### src/rtl/dual_timer.sv
module dual_timer #(
  parameter int RATE0 = 4,
  parameter int RATE1 = 4,
  parameter int DW    = 32,
  parameter int CW    = 7
) (
  input  logic          clk,
  input  logic          rst_n,
  input  logic          sel,
  input  logic          wr,
  input  logic [11:0]   addr,
  input  logic [DW-1:0] wdata,
  output logic [DW-1:0] rdata,
  output logic          irq
);
  localparam int NT = 2;

  logic [NT-1:0][CW-1:0] ctrl_v;
  logic [NT-1:0][DW-1:0] load_v;
  logic [NT-1:0][DW-1:0] trd;
  logic [NT-1:0]         raw_v;
  logic [NT-1:0]         ie_v;

  wire we = sel & wr;

  for (genvar g = 0; g < NT; g++) begin : g_tmr
    localparam int RATE = (g == 0) ? RATE0 : RATE1;
    localparam int RW   = (RATE > 1) ? $clog2(RATE) : 1;

    logic [RW-1:0] rc;
    logic [7:0]    pre;
    logic [CW-1:0] ctrl;
    logic [DW-1:0] load, cnt;
    logic          raw;

    wire           base   = (rc == RW'(RATE - 1));
    wire [1:0]     div    = ctrl[5:4];
    wire           tick   = base & ((div == 2'd1) ? (pre[3:0] == 4'hF) :
                                    (div == 2'd2) ? (pre == 8'hFF) : 1'b1);
    wire [DW-1:0]  mask   = ctrl[3] ? {DW{1'b1}} : DW'(16'hFFFF);
    wire           run    = ctrl[0] & tick;
    wire           expire = run & ((cnt & mask) == '0);
    wire [DW-1:0]  reload = (ctrl[1] | ctrl[2]) ? load : {DW{1'b1}};
    wire           hit    = we & (addr[11:5] == 7'(g));
    wire [2:0]     w      = addr[4:2];

    always_ff @(posedge clk or negedge rst_n) begin
      if (!rst_n) begin
        rc   <= '0;
        pre  <= '0;
        ctrl <= CW'(7'h40);
        load <= '0;
        cnt  <= '1;
        raw  <= 1'b0;
      end else begin
        rc <= base ? '0 : rc + 1'b1;
        if (base) pre <= pre + 8'd1;
        if (hit && w == 3'd0)                  ctrl    <= wdata[CW-1:0];
        else if (expire && ctrl[1])            ctrl[0] <= 1'b0;
        if (hit && (w == 3'd1 || w == 3'd2))   load    <= wdata;
        if (hit && w == 3'd1)                  cnt     <= wdata;
        else if (expire) begin
          if (!ctrl[1]) cnt <= reload;
        end else if (run)                      cnt     <= cnt - 1'b1;
        if (expire)                            raw     <= 1'b1;
        else if (hit && w == 3'd6)             raw     <= 1'b0;
      end
    end

    always_comb begin
      case (w)
        3'd0:    trd[g] = DW'(ctrl);
        3'd1:    trd[g] = load;
        3'd2:    trd[g] = load;
        3'd3:    trd[g] = cnt & mask;
        3'd4:    trd[g] = DW'(raw);
        3'd5:    trd[g] = DW'(raw & ctrl[6]);
        default: trd[g] = '0;
      endcase
    end

    assign ctrl_v[g] = ctrl;
    assign load_v[g] = load;
    assign raw_v[g]  = raw;
    assign ie_v[g]   = ctrl[6];
  end

  function automatic logic [7:0] id_byte(input logic [2:0] i);
    case (i)
      3'd0: return 8'h04;
      3'd1: return 8'h18;
      3'd2: return 8'h14;
      3'd3: return 8'h00;
      3'd4: return 8'h0D;
      3'd5: return 8'hF0;
      3'd6: return 8'h05;
      default: return 8'hB1;
    endcase
  endfunction

  always_comb begin
    rdata = '0;
    if (sel && !wr) begin
      if (addr[11:6] == 6'd0)        rdata = trd[addr[5]];
      else if (addr[11:5] == 7'h7F)  rdata = DW'(id_byte(addr[4:2]));
    end
  end

  assign irq = |(raw_v & ie_v);
endmodule

### config.mk
export PLATFORM = sky130hd
export DESIGN_NAME = dual_timer
export DESIGN_NICKNAME = d
export VERILOG_FILES = /design/src/rtl/dual_timer.sv
export SDC_FILE = /design/constraint.sdc
export NUM_CORES = 1
export LEC_CHECK = 0
export ABC_AREA = 1
export BUFFER_PORTS_ARGS = -buffer_cell sky130_fd_sc_hd__buf_4
export CAP_MARGIN = 20
export CORE_MARGIN = 3
export CORE_UTILIZATION = 45
export DETAILED_ROUTE_END_ITERATION = 8
export GPL_TIMING_DRIVEN = 0
export PLACE_DENSITY_LB_ADDON = 0.12
export SYNTH_ARGS = -nofsm -noshare
export SYNTH_HDL_FRONTEND = slang
export SYNTH_SLANG_ARGS = --single-unit
### constraint.sdc
create_clock -name clk -period 4.8 [get_ports clk]
set_input_delay 0.96 -clock clk [delete_from_list [all_inputs] [get_ports clk]]
set_output_delay 0.96 -clock clk [all_outputs]
set_load 0.02 [all_outputs]
# ---- Word-level counts from Yosys, hierarchy flattened
# Index checks and enable logic that the tools add are counted.
dict set report op_classes {
  add_sub_neg 6
  magnitude_cmp 1
  n_eq_ne 20
  muxes 34
  bitwise_logic 16
  reduce_logical 28
}
# cell count
set ops {}
lappend ops {{32-bit two-way mux} 16}
lappend ops {{32-bit one-hot mux with 5 select lines} 2}
lappend ops {{32-bit AND} 2}
lappend ops {{32-bit logical NOT} 2}
lappend ops {{32-bit by 1-bit subtractor with 32-bit output (second input constant)} 2}
lappend ops {{8-bit one-hot mux with 7 select lines} 1}
lappend ops {{8-bit by 1-bit adder with 8-bit output (second input constant)} 2}
lappend ops {{8-bit == test (second input constant)} 2}
lappend ops {{1-bit two-way mux} 12}
lappend ops {{1-bit AND} 11}
lappend ops {{1-bit logical AND} 11}
lappend ops {{3-bit == test (second input constant)} 3}
lappend ops {{2-bit == test (second input constant)} 4}
lappend ops {{4-bit == test (second input constant)} 2}
lappend ops {{8-bit two-way mux} 1}
lappend ops {{2-bit nonzero test} 4}
lappend ops {{7-bit by 1-bit == test with 1-bit output (second input constant)} 1}
lappend ops {{7-bit == test (second input constant)} 1}
lappend ops {{7-bit logical NOT} 1}
lappend ops {{3-bit by 2-bit == test with 1-bit output (second input constant)} 2}
lappend ops {{6-bit logical NOT} 1}
lappend ops {{3-bit by 2-bit != test with 1-bit output (second input constant)} 2}
lappend ops {{3-bit nonzero test} 2}
lappend ops {{2-bit by 1-bit adder with 2-bit output (second input constant)} 2}
lappend ops {{other kinds (11)} 16}
dict set report totals {
  ff_bits 164
  out_inout_bits 33
  elab_cells 119
}

# ---- Longest topological paths before layout
# Gate-level depths: netlist of run 1.
dict set report logic_depth {
  ltp_word 9
  ltp_mapped 15
}

# ---- Least setup slack after synthesis of run 1
# OpenSTA, ideal clock, no wires.
dict set report synth_path {
  path_kind {input -> output}
  from {in addr[2]}
  to {out rdata[22]}
  arrival_time_ns 2.491
  setup_slack_ns 1.349
  cell_stages 8
  n_path_buf 3
  path_cell_list {buf_2 -> nand2_1 -> nand2_1 -> nor2_1 -> buf_2 -> buf_1 -> nand2_1 -> a211oi_1}
}
dict set report synth_via {
  elab_chain_len 7
  word_cells_on_any_way 13
  classes_between {eq/ne (5); mux (6); reduce/logical (2)}
}
# element line_no
set synth_lines {}
lappend synth_lines {{from (decl)} 11} ;# input logic [11:0] addr,
lappend synth_lines {{3-bit by 1-bit == test with 1-bit output or 3-bit by 2-bit == test with 1-bit output (tied branches)} 71} ;# case (w)
lappend synth_lines {{2-bit OR reduction (no source line)} n/a}
lappend synth_lines {{32-bit one-hot mux with 5 select lines} 71}
lappend synth_lines {{32-bit two-way mux (implied by the code) (*) (2 in a row)} 104} ;# if (addr[11:6] == 6'd0) rdata = trd[addr[5]];
lappend synth_lines {{32-bit two-way mux (*)} 104}
lappend synth_lines {{32-bit two-way mux (*)} 103} ;# if (sel && !wr) begin
lappend synth_lines {{to (decl)} 13} ;# output logic [DW-1:0] rdata,
# Mark *: on every way between the ends. The rest lies on a longest branch, timed or not. The select of a mux whose other input is x is not followed.

# ---- Final worst setup path of run 1
dict set report layout_path {
  from {in addr[4]}
  to {out rdata[16]}
}
# The elaborated chain is that of the path after synthesis.

==> results of run 1 <==
## registers in the layout (all words and copies together), names as in the netlist
name        cells
g_tmr.cnt      64
g_tmr.load     64
g_tmr.pre      16
g_tmr.ctrl     14
g_tmr.rc        4
g_tmr.raw       2
## metrics by stage
stage	utilization [%]	cell area, sq um
after global placement	50.16	12270
after CTS	52.77	12910
after detailed placement	50.30	12300
after floorplan	-	11290
final	52.77	12910
after global routing	52.77	12910
## per-layer routing
| metal | vias to the layer above | track usage, % |
|---|---|---|
| met1 | 5731 | 46.31 |
| met4 | 0 | 14.94 |
| met3 | 127 | 5.468 |
| met5 | - | 0 |
| li1 | 5738 | - |
| met2 | 569 | 52.07 |
## power by group
part	switching (mW)	internal (mW)	leakage (nW)
combinational	0.389	0.178	3.86
sequential	0.0454	1.43	2.01
clock	0.726	0.710	0.295
## synth_stat cells (all sizes together), types with 23 or more instances
cell    count  area share (%)
a21oi      38             1.7
buf        39             2.1
dfstp      66              15
nor2      208             7.3
o21ai     152             6.7
xor2       36             2.8
nand2     609              20
inv       141             4.7
nand3     145             6.5
clkbuf     41             1.4
a211oi     23             1.5
dfrtp      98              22
## path summary, 6_finish.rpt
kind                                  from                 to  slack (ns)  cells after the start
max                                addr[4]          rdata[16]        0.64                      8
min                         g_tmr[1].rc[0]     g_tmr[1].rc[0]        0.42                      1
max reg2reg                g_tmr[1].cnt[0]   g_tmr[1].cnt[18]        2.16                     12
min reg2reg                 g_tmr[1].rc[0]     g_tmr[1].rc[0]        0.42                      1
max in group asynchronous            rst_n    g_tmr[0].cnt[8]        3.47                      2
min in group asynchronous            rst_n  g_tmr[1].load[27]        0.43                      1
## cell type report
type                            count  share of cell area (%)
Multi-Input combinational cell   1329                   47.89
Tap cell                          324                   3.140
Clock buffer                       17                   3.296
Clock inverter                     15                   1.386
Sequential cell                   164                   32.43
Inverter                          141                   4.100
Buffer                             80                   3.063
Timing Repair Buffer               77                   4.691
## cells by family after synthesis
group | after synthesis
AO/OA/AOI/OAI | 261
XOR/XNOR | 51
adder cells (fa/ha/maj) | 6
buffers and inverters | 221
flip-flops | 164
AND/OR/NAND/NOR | 1011
==> impl_metrics.prom, run 1 <==
# TYPE chip_impl_metric gauge
chip_impl_info{name="routed.top_layer",value="met4"} 1
chip_impl_metric{name="final_setup_margin",unit="ns"} 0.6417
chip_impl_metric{name="path_max_fanout",unit=""} 10
chip_impl_metric{name="drt-vias-per-instance",unit=""} 5.666
chip_impl_metric{name="finalPower",unit="mW"} 3.477
chip_impl_metric{name="final_antenna_net_count",unit=""} 0
chip_impl_metric{name="global_route.usage.total",unit="%"} 33.56
chip_impl_info{name="setup.worst_path.end_class",value="output port"} 1
chip_impl_metric{name="power.density_cell_area",unit="mW/mm^2"} 269.4
chip_impl_metric{name="slew_viol_final",unit=""} 0
chip_impl_info{name="synth_top_family_by_area",value="simple AND/OR/NAND/NOR gates"} 1
chip_impl_info{name="cts_tree",value="done"} 1
chip_impl_metric{name="syn2layout_area_growth",unit="%"} 14.30
chip_impl_metric{name="cts_resized",unit=""} 0
chip_impl_info{name="critical-path-slowest-cell",value="sky130_fd_sc_hd__clkbuf_1"} 1
chip_impl_metric{name="cts_max_level",unit=""} 4
chip_impl_info{name="clockRootBuffer",value="sky130_fd_sc_hd__clkbuf_16"} 1
chip_impl_metric{name="cp_data_arrival_time",unit="ns"} 3.20
chip_impl_metric{name="layout_min_cycle_time",unit="ns"} 4.158
chip_impl_metric{name="routed_wl",unit="mm"} 44.40
chip_impl_metric{name="clock_latency",unit="ns"} 0.45
chip_impl_metric{name="grt-ovfl-total",unit=""} 0
chip_impl_info{name="commonest_cells_after_routing_fill_and_taps_aside",value="sky130_fd_sc_hd__nand2_1 (603), sky130_fd_sc_hd__nor2_1 (199), sky130_fd_sc_hd__nand3_1 (143), sky130_fd_sc_hd__inv_1 (135), sky130_fd_sc_hd__o21ai_0 (123)"} 1
chip_impl_metric{name="synth_compound_area_share",unit="%"} 13.14
chip_impl_metric{name="final_net_count",unit=""} 1864
chip_impl_metric{name="clk_pin_slew",unit="ns"} 0.08
chip_impl_info{name="crit_chain",value="buf_4, inv_1, nand3_1, inv_1, clkbuf_1, a31oi_1, a211oi_1, buf_4"} 1
chip_impl_metric{name="effective_utilization_at_floorplan",unit="%"} 46.17
chip_impl_metric{name="report.final.hold_viol_count",unit=""} 0
chip_impl_info{name="min-delay-path-class",value="reg2reg"} 1
chip_impl_metric{name="routed-via-count",unit=""} 12170
chip_impl_metric{name="boundaryPins",unit=""} 81
chip_impl_metric{name="mappedNetlistNets",unit=""} 1768
chip_impl_metric{name="slew_headroom",unit="%"} 41.47
chip_impl_metric{name="fp.dieArea",unit="sq mm"} 0.02703
chip_impl_metric{name="floorplan.die.width",unit="um"} 164.4
chip_impl_metric{name="synth-xor-area-share",unit="%"} 3.955
chip_impl_metric{name="cp_data_required_time",unit="ns"} 3.84
chip_impl_metric{name="wl_per_cell",unit="um"} 20.68
chip_impl_metric{name="clock-skew-final",unit="ns"} 0.01638
chip_impl_metric{name="fin_cells",unit=""} 2147
chip_impl_metric{name="synth_area",unit="sq mm"} 0.01129
chip_impl_metric{name="crit_path_max_incr_delay",unit="ns"} 0.45
chip_impl_metric{name="max_clk_rate",unit="MHz"} 240.5
chip_impl_metric{name="cts_setup_buffers",unit=""} 0
chip_impl_metric{name="standard_cell_rows",unit=""} 57
chip_impl_info{name="critPathTopFamily",value="buffers and inverters"} 1
chip_impl_metric{name="place_worst_setup_slack",unit="ns"} 0.6896
chip_impl_metric{name="drtIter0Drc",unit=""} 1344
chip_impl_metric{name="globalplace.congestion",unit=""} 0.9710
chip_impl_metric{name="dpl.cell_count",unit=""} 2115
chip_impl_metric{name="ys_types",unit=""} 42
chip_impl_metric{name="cts_num_sinks",unit=""} 164
chip_impl_metric{name="die-height",unit="um"} 164.4
chip_impl_metric{name="detail_route.first_pass.iterations",unit=""} 6
chip_impl_info{name="rsz0062_at_grt",value="no"} 1
chip_impl_info{name="timing.critical_path.from_type",value="input pin"} 1
chip_impl_info{name="dominantRegCellSynth",value="sky130_fd_sc_hd__dfrtp_1"} 1
chip_impl_metric{name="max_slew.worst_pin.slew",unit="ns"} 0.8699
chip_impl_metric{name="io_buffer_count",unit=""} 76
chip_impl_metric{name="synthAdderAreaFrac",unit="%"} 0.6647
chip_impl_metric{name="core_region_area",unit="sq mm"} 0.02446
chip_impl_metric{name="cts-buffers-inserted",unit=""} 17
chip_impl_metric{name="clock_path_buffers",unit=""} 2
chip_impl_metric{name="detailroute.wirelength.met3",unit="mm"} 3.275
chip_impl_metric{name="ratio_of_cells_with_drive_above_1_in_the_final_layout",unit="%"} 13.71
chip_impl_info{name="setup.worst_path.class",value="in2out"} 1
chip_impl_metric{name="grt_first_pass_wirelength",unit="mm"} 68.32
chip_impl_metric{name="synth_seq_area_share",unit="%"} 37.07
chip_impl_metric{name="ff_latch_area",unit="sq mm"} 0.004187
chip_impl_info{name="final_common_cell",value="sky130_fd_sc_hd__nand2_1"} 1
chip_impl_metric{name="fin_hold_ws",unit="ns"} 0.4245
chip_impl_metric{name="cts-hold-fix-buffers",unit=""} 0
chip_impl_metric{name="fillerInstances",unit=""} 2520
chip_impl_info{name="status",value="finished, final reports clean"} 1
chip_impl_metric{name="remaining_drc_errors",unit=""} 0
chip_impl_metric{name="synth.avg_cell_area",unit="sq um"} 6.589
chip_impl_metric{name="met2_length",unit="mm"} 19.58
chip_impl_metric{name="first_global_vias",unit=""} 11820
chip_impl_metric{name="edff_count_synth",unit=""} 0
chip_impl_metric{name="maximum_number_of_pins_on_one_net_before_global_route_repair",unit=""} 106
chip_impl_metric{name="maxCapViolCount",unit=""} 0
chip_impl_metric{name="setup_viol_count_final",unit=""} 0
chip_impl_metric{name="post_synth_inst_count",unit=""} 1714
chip_impl_metric{name="power.ir.vdd_worst",unit="V"} 0.0001817
chip_impl_metric{name="postSynth.asyncResetShare",unit="%"} 100.0
chip_impl_metric{name="multiInputGateArea",unit="sq mm"} 0.006182
chip_impl_metric{name="synth_simple_gate_area_share",unit="%"} 36.98
chip_impl_metric{name="cellLeakagePower",unit="nW"} 6.161
chip_impl_metric{name="antenna_cells",unit=""} 0
chip_impl_metric{name="mux_cell_area_share_after_synthesis",unit="%"} 0
chip_impl_metric{name="synth_seq_cells",unit=""} 164
chip_impl_metric{name="yosys_warnings",unit=""} 0
chip_impl_metric{name="critical_path_buf_inv_count",unit=""} 5
chip_impl_metric{name="place.detailed.hpwl",unit="mm"} 34.86
chip_impl_metric{name="final.setup.tns",unit="ns"} 0
chip_impl_metric{name="period_share",unit="%"} 86.63
chip_impl_metric{name="m1WireLength",unit="mm"} 19.32
chip_impl_metric{name="antenna_violations_before_repair",unit=""} 0
Power figures use the tool's default switching activity.
==> inputs of run 2 (changes only) <==
PLACE_DENSITY_LB_ADDON = 0.15   (was 0.12)
==> impl_metrics.prom, run 2 (synthesized netlist as in run 1, its figures left out) <==
# TYPE chip_impl_metric gauge
chip_impl_metric{name="ratio_of_cells_with_drive_above_1_in_the_final_layout",unit="%"} 13.71
chip_impl_info{name="commonest_cells_after_routing_fill_and_taps_aside",value="sky130_fd_sc_hd__nand2_1 (603), sky130_fd_sc_hd__nor2_1 (199), sky130_fd_sc_hd__nand3_1 (143), sky130_fd_sc_hd__inv_1 (135), sky130_fd_sc_hd__o21ai_0 (123)"} 1
chip_impl_metric{name="power.ir.vdd_worst",unit="V"} 0.0001753
chip_impl_info{name="status",value="finished, final reports clean"} 1
chip_impl_metric{name="comb_power_share",unit="%"} 16.1
chip_impl_metric{name="routed_wl",unit="mm"} 43.78
chip_impl_metric{name="grt-ovfl-total",unit=""} 0
chip_impl_metric{name="cts-hold-fix-buffers",unit=""} 0
chip_impl_info{name="critPathTopFamily",value="buffers and inverters"} 1
chip_impl_metric{name="io_buffer_count",unit=""} 76
chip_impl_metric{name="period_share",unit="%"} 88.28
chip_impl_info{name="cts_tree",value="done"} 1
chip_impl_metric{name="cp_data_arrival_time",unit="ns"} 3.28
chip_impl_metric{name="power.internal",unit="mW"} 2.327
chip_impl_metric{name="globalRouteMet3Util",unit="%"} 4.515
chip_impl_metric{name="clk_pin_slew",unit="ns"} 0.08
chip_impl_metric{name="drtIter0Drc",unit=""} 1403
chip_impl_metric{name="grtUsageMet1",unit="%"} 45.34
chip_impl_metric{name="layout_min_cycle_time",unit="ns"} 4.237
chip_impl_metric{name="multiInputGateArea",unit="sq mm"} 0.006182
chip_impl_metric{name="report.final.hold_viol_count",unit=""} 0
chip_impl_metric{name="standard_cell_rows",unit=""} 57
chip_impl_metric{name="setup_viol_count_final",unit=""} 0
chip_impl_info{name="critical-path-slowest-cell",value="sky130_fd_sc_hd__clkbuf_1"} 1
chip_impl_metric{name="crit_path_max_incr_delay",unit="ns"} 0.46
chip_impl_metric{name="cts_max_level",unit=""} 4
chip_impl_metric{name="global_route.usage.total",unit="%"} 32.43
chip_impl_metric{name="clock_latency",unit="ns"} 0.46
chip_impl_metric{name="floorplan.die.width",unit="um"} 164.4
chip_impl_metric{name="clock_power_share",unit="%"} 41.7
chip_impl_metric{name="cellLeakagePower",unit="nW"} 6.167
chip_impl_metric{name="fillerInstances",unit=""} 2501
chip_impl_metric{name="max_clk_rate",unit="MHz"} 236.0
chip_impl_info{name="min-delay-path-class",value="in2async"} 1
chip_impl_metric{name="ff_latch_area",unit="sq mm"} 0.004187
chip_impl_metric{name="core_region_area",unit="sq mm"} 0.02446
chip_impl_metric{name="grt_first_pass_wirelength",unit="mm"} 66.18
chip_impl_metric{name="final_antenna_net_count",unit=""} 0
chip_impl_metric{name="slew_viol_final",unit=""} 0
chip_impl_metric{name="place.detailed.hpwl",unit="mm"} 34.13
chip_impl_metric{name="boundaryPins",unit=""} 81
chip_impl_metric{name="final.setup.tns",unit="ns"} 0
chip_impl_info{name="clockRootBuffer",value="sky130_fd_sc_hd__clkbuf_16"} 1
chip_impl_metric{name="syn2layout_area_growth",unit="%"} 14.48
chip_impl_info{name="final_common_cell",value="sky130_fd_sc_hd__nand2_1"} 1
chip_impl_info{name="timing.critical_path.from_type",value="input pin"} 1
chip_impl_metric{name="cts_setup_buffers",unit=""} 0
chip_impl_metric{name="cts_num_sinks",unit=""} 164
chip_impl_metric{name="switching_share_of_power",unit="%"} 33.45
chip_impl_metric{name="antenna_cells",unit=""} 0
chip_impl_info{name="rsz0062_at_grt",value="no"} 1
chip_impl_metric{name="clock_path_buffers",unit=""} 2
chip_impl_metric{name="wl_per_cell",unit="um"} 20.39
chip_impl_metric{name="globalplace.congestion",unit=""} 0.9780
chip_impl_metric{name="cp_data_required_time",unit="ns"} 3.84
chip_impl_metric{name="p_seq_share",unit="%"} 42.1
chip_impl_metric{name="die-height",unit="um"} 164.4
chip_impl_metric{name="maxCapViolCount",unit=""} 0
chip_impl_metric{name="effective_utilization_at_floorplan",unit="%"} 46.17
chip_impl_metric{name="clock-skew-final",unit="ns"} 0.01799
chip_impl_metric{name="fp.dieArea",unit="sq mm"} 0.02703
chip_impl_metric{name="finalPower",unit="mW"} 3.496
chip_impl_metric{name="grt_use_met2",unit="%"} 50.79
chip_impl_metric{name="max_slew.worst_pin.slew",unit="ns"} 0.8974
chip_impl_metric{name="cts_resized",unit=""} 0
chip_impl_info{name="setup.worst_path.end_class",value="output port"} 1
chip_impl_metric{name="path_max_fanout",unit=""} 10
chip_impl_metric{name="antenna_violations_before_repair",unit=""} 0
chip_impl_info{name="biggest_registers_after_layout",value="g_tmr.cnt x64, g_tmr.load x64, g_tmr.pre x16"} 1
chip_impl_metric{name="first_global_vias",unit=""} 11520
chip_impl_metric{name="critical_path_buf_inv_count",unit=""} 5
chip_impl_metric{name="maximum_number_of_pins_on_one_net_before_global_route_repair",unit=""} 115
chip_impl_metric{name="routed-via-count",unit=""} 12280
chip_impl_metric{name="detail_route.first_pass.iterations",unit=""} 9
chip_impl_info{name="crit_chain",value="buf_4, inv_1, nand3_1, inv_1, clkbuf_1, a31oi_1, a211oi_1, buf_4"} 1
chip_impl_metric{name="cts-buffers-inserted",unit=""} 17
chip_impl_metric{name="remaining_drc_errors",unit=""} 0
chip_impl_info{name="grt_most_used_layer",value="met2"} 1
chip_impl_metric{name="final_net_count",unit=""} 1864
chip_impl_metric{name="drt-vias-per-instance",unit=""} 5.719
chip_impl_info{name="setup.worst_path.class",value="in2out"} 1
chip_impl_metric{name="power.switching",unit="mW"} 1.169
chip_impl_metric{name="slew_headroom",unit="%"} 39.62
chip_impl_metric{name="power.density_cell_area",unit="mW/mm^2"} 270.4
[run 2: cell types whose count changed in the layout (fill, tap and decap cells not counted)]
cell / change
sky130_fd_sc_hd__clkinv_8: +2
sky130_fd_sc_hd__clkinv_4: -1
sky130_fd_sc_hd__inv_12: +1
sky130_fd_sc_hd__inv_6: -1
sky130_fd_sc_hd__inv_8: -1
[run 2: metrics by stage]
step	area [sq um]	utilization (%)	hold WS (ns)	cells	worst slack, ns
5_1_grt	12930	52.85	0.4407	2147	0.3962
3_5_place_dp	12300	50.30	0.4199	2115	0.6308
6_report	12930	52.85	0.4172	2147	0.5626
2_1_floorplan	11290	-	0.4031	1714	1.349
3_3_place_gp	12270	50.16	0.4121	2114	0.6621
4_1_cts	12930	52.85	0.4263	2147	0.6387
[run 2: layer usage]
metal,vias to the layer above,part of all wire [%]
met3,109,8.7
met2,664,44
met4,0,4.3
met5,-,0
li1,5736,-
met1,5769,43
[run 2: path summary, 6_finish.rpt]
kind	startpoint	endpoint	slack, ns	cells after the start
worst max-delay path	addr[4]	rdata[16]	0.56	8
worst min-delay path	rst_n	g_tmr[1].ctrl[3]	0.42	1
worst max register to register	g_tmr[1].cnt[0]	g_tmr[1].cnt[18]	2.18	12
worst min register to register	g_tmr[0].rc[0]	g_tmr[0].rc[0]	0.43	1
max in group asynchronous	rst_n	g_tmr[0].ctrl[0]	3.49	2
min in group clk	g_tmr[0].rc[0]	g_tmr[0].rc[0]	0.43	1
[run 2: area by class of cell]
type	count	share of cell area [%]
flip-flops and latches	164	32.38
plain buffers	80	3.058
multi-input cells	1329	47.82
clock inverters	15	1.539
clock buffers	17	3.290
inverters	141	4.094
well taps	324	3.136
repair buffers	77	4.684
[run 2: power groups by stage]
stage	Sequential (mW)	Combinational, mW	Clock, mW
after CTS	1.47	0.552	1.46
after detailed placement	1.50	0.549	0
after global routing	1.48	0.621	1.51
final	1.47	0.564	1.46
after global placement	1.50	0.542	0
after floorplan	1.48	0.349	0
[run 2: worst register-to-register path, cell delays in order (launching register included)]
cell,delay (ns)
sky130_fd_sc_hd__dfstp_2,0.39
sky130_fd_sc_hd__inv_1,0.09
sky130_fd_sc_hd__ha_1,0.27
sky130_fd_sc_hd__nand2_1,0.16
sky130_fd_sc_hd__nor2_2,0.26
sky130_fd_sc_hd__nand2_2,0.14
sky130_fd_sc_hd__inv_1,0.08
sky130_fd_sc_hd__nand2_1,0.12
sky130_fd_sc_hd__nor2_1,0.51
sky130_fd_sc_hd__o21ai_0,0.27
sky130_fd_sc_hd__nand2_1,0.12
sky130_fd_sc_hd__nand3_1,0.07
sky130_fd_sc_hd__nand2_1,0.08
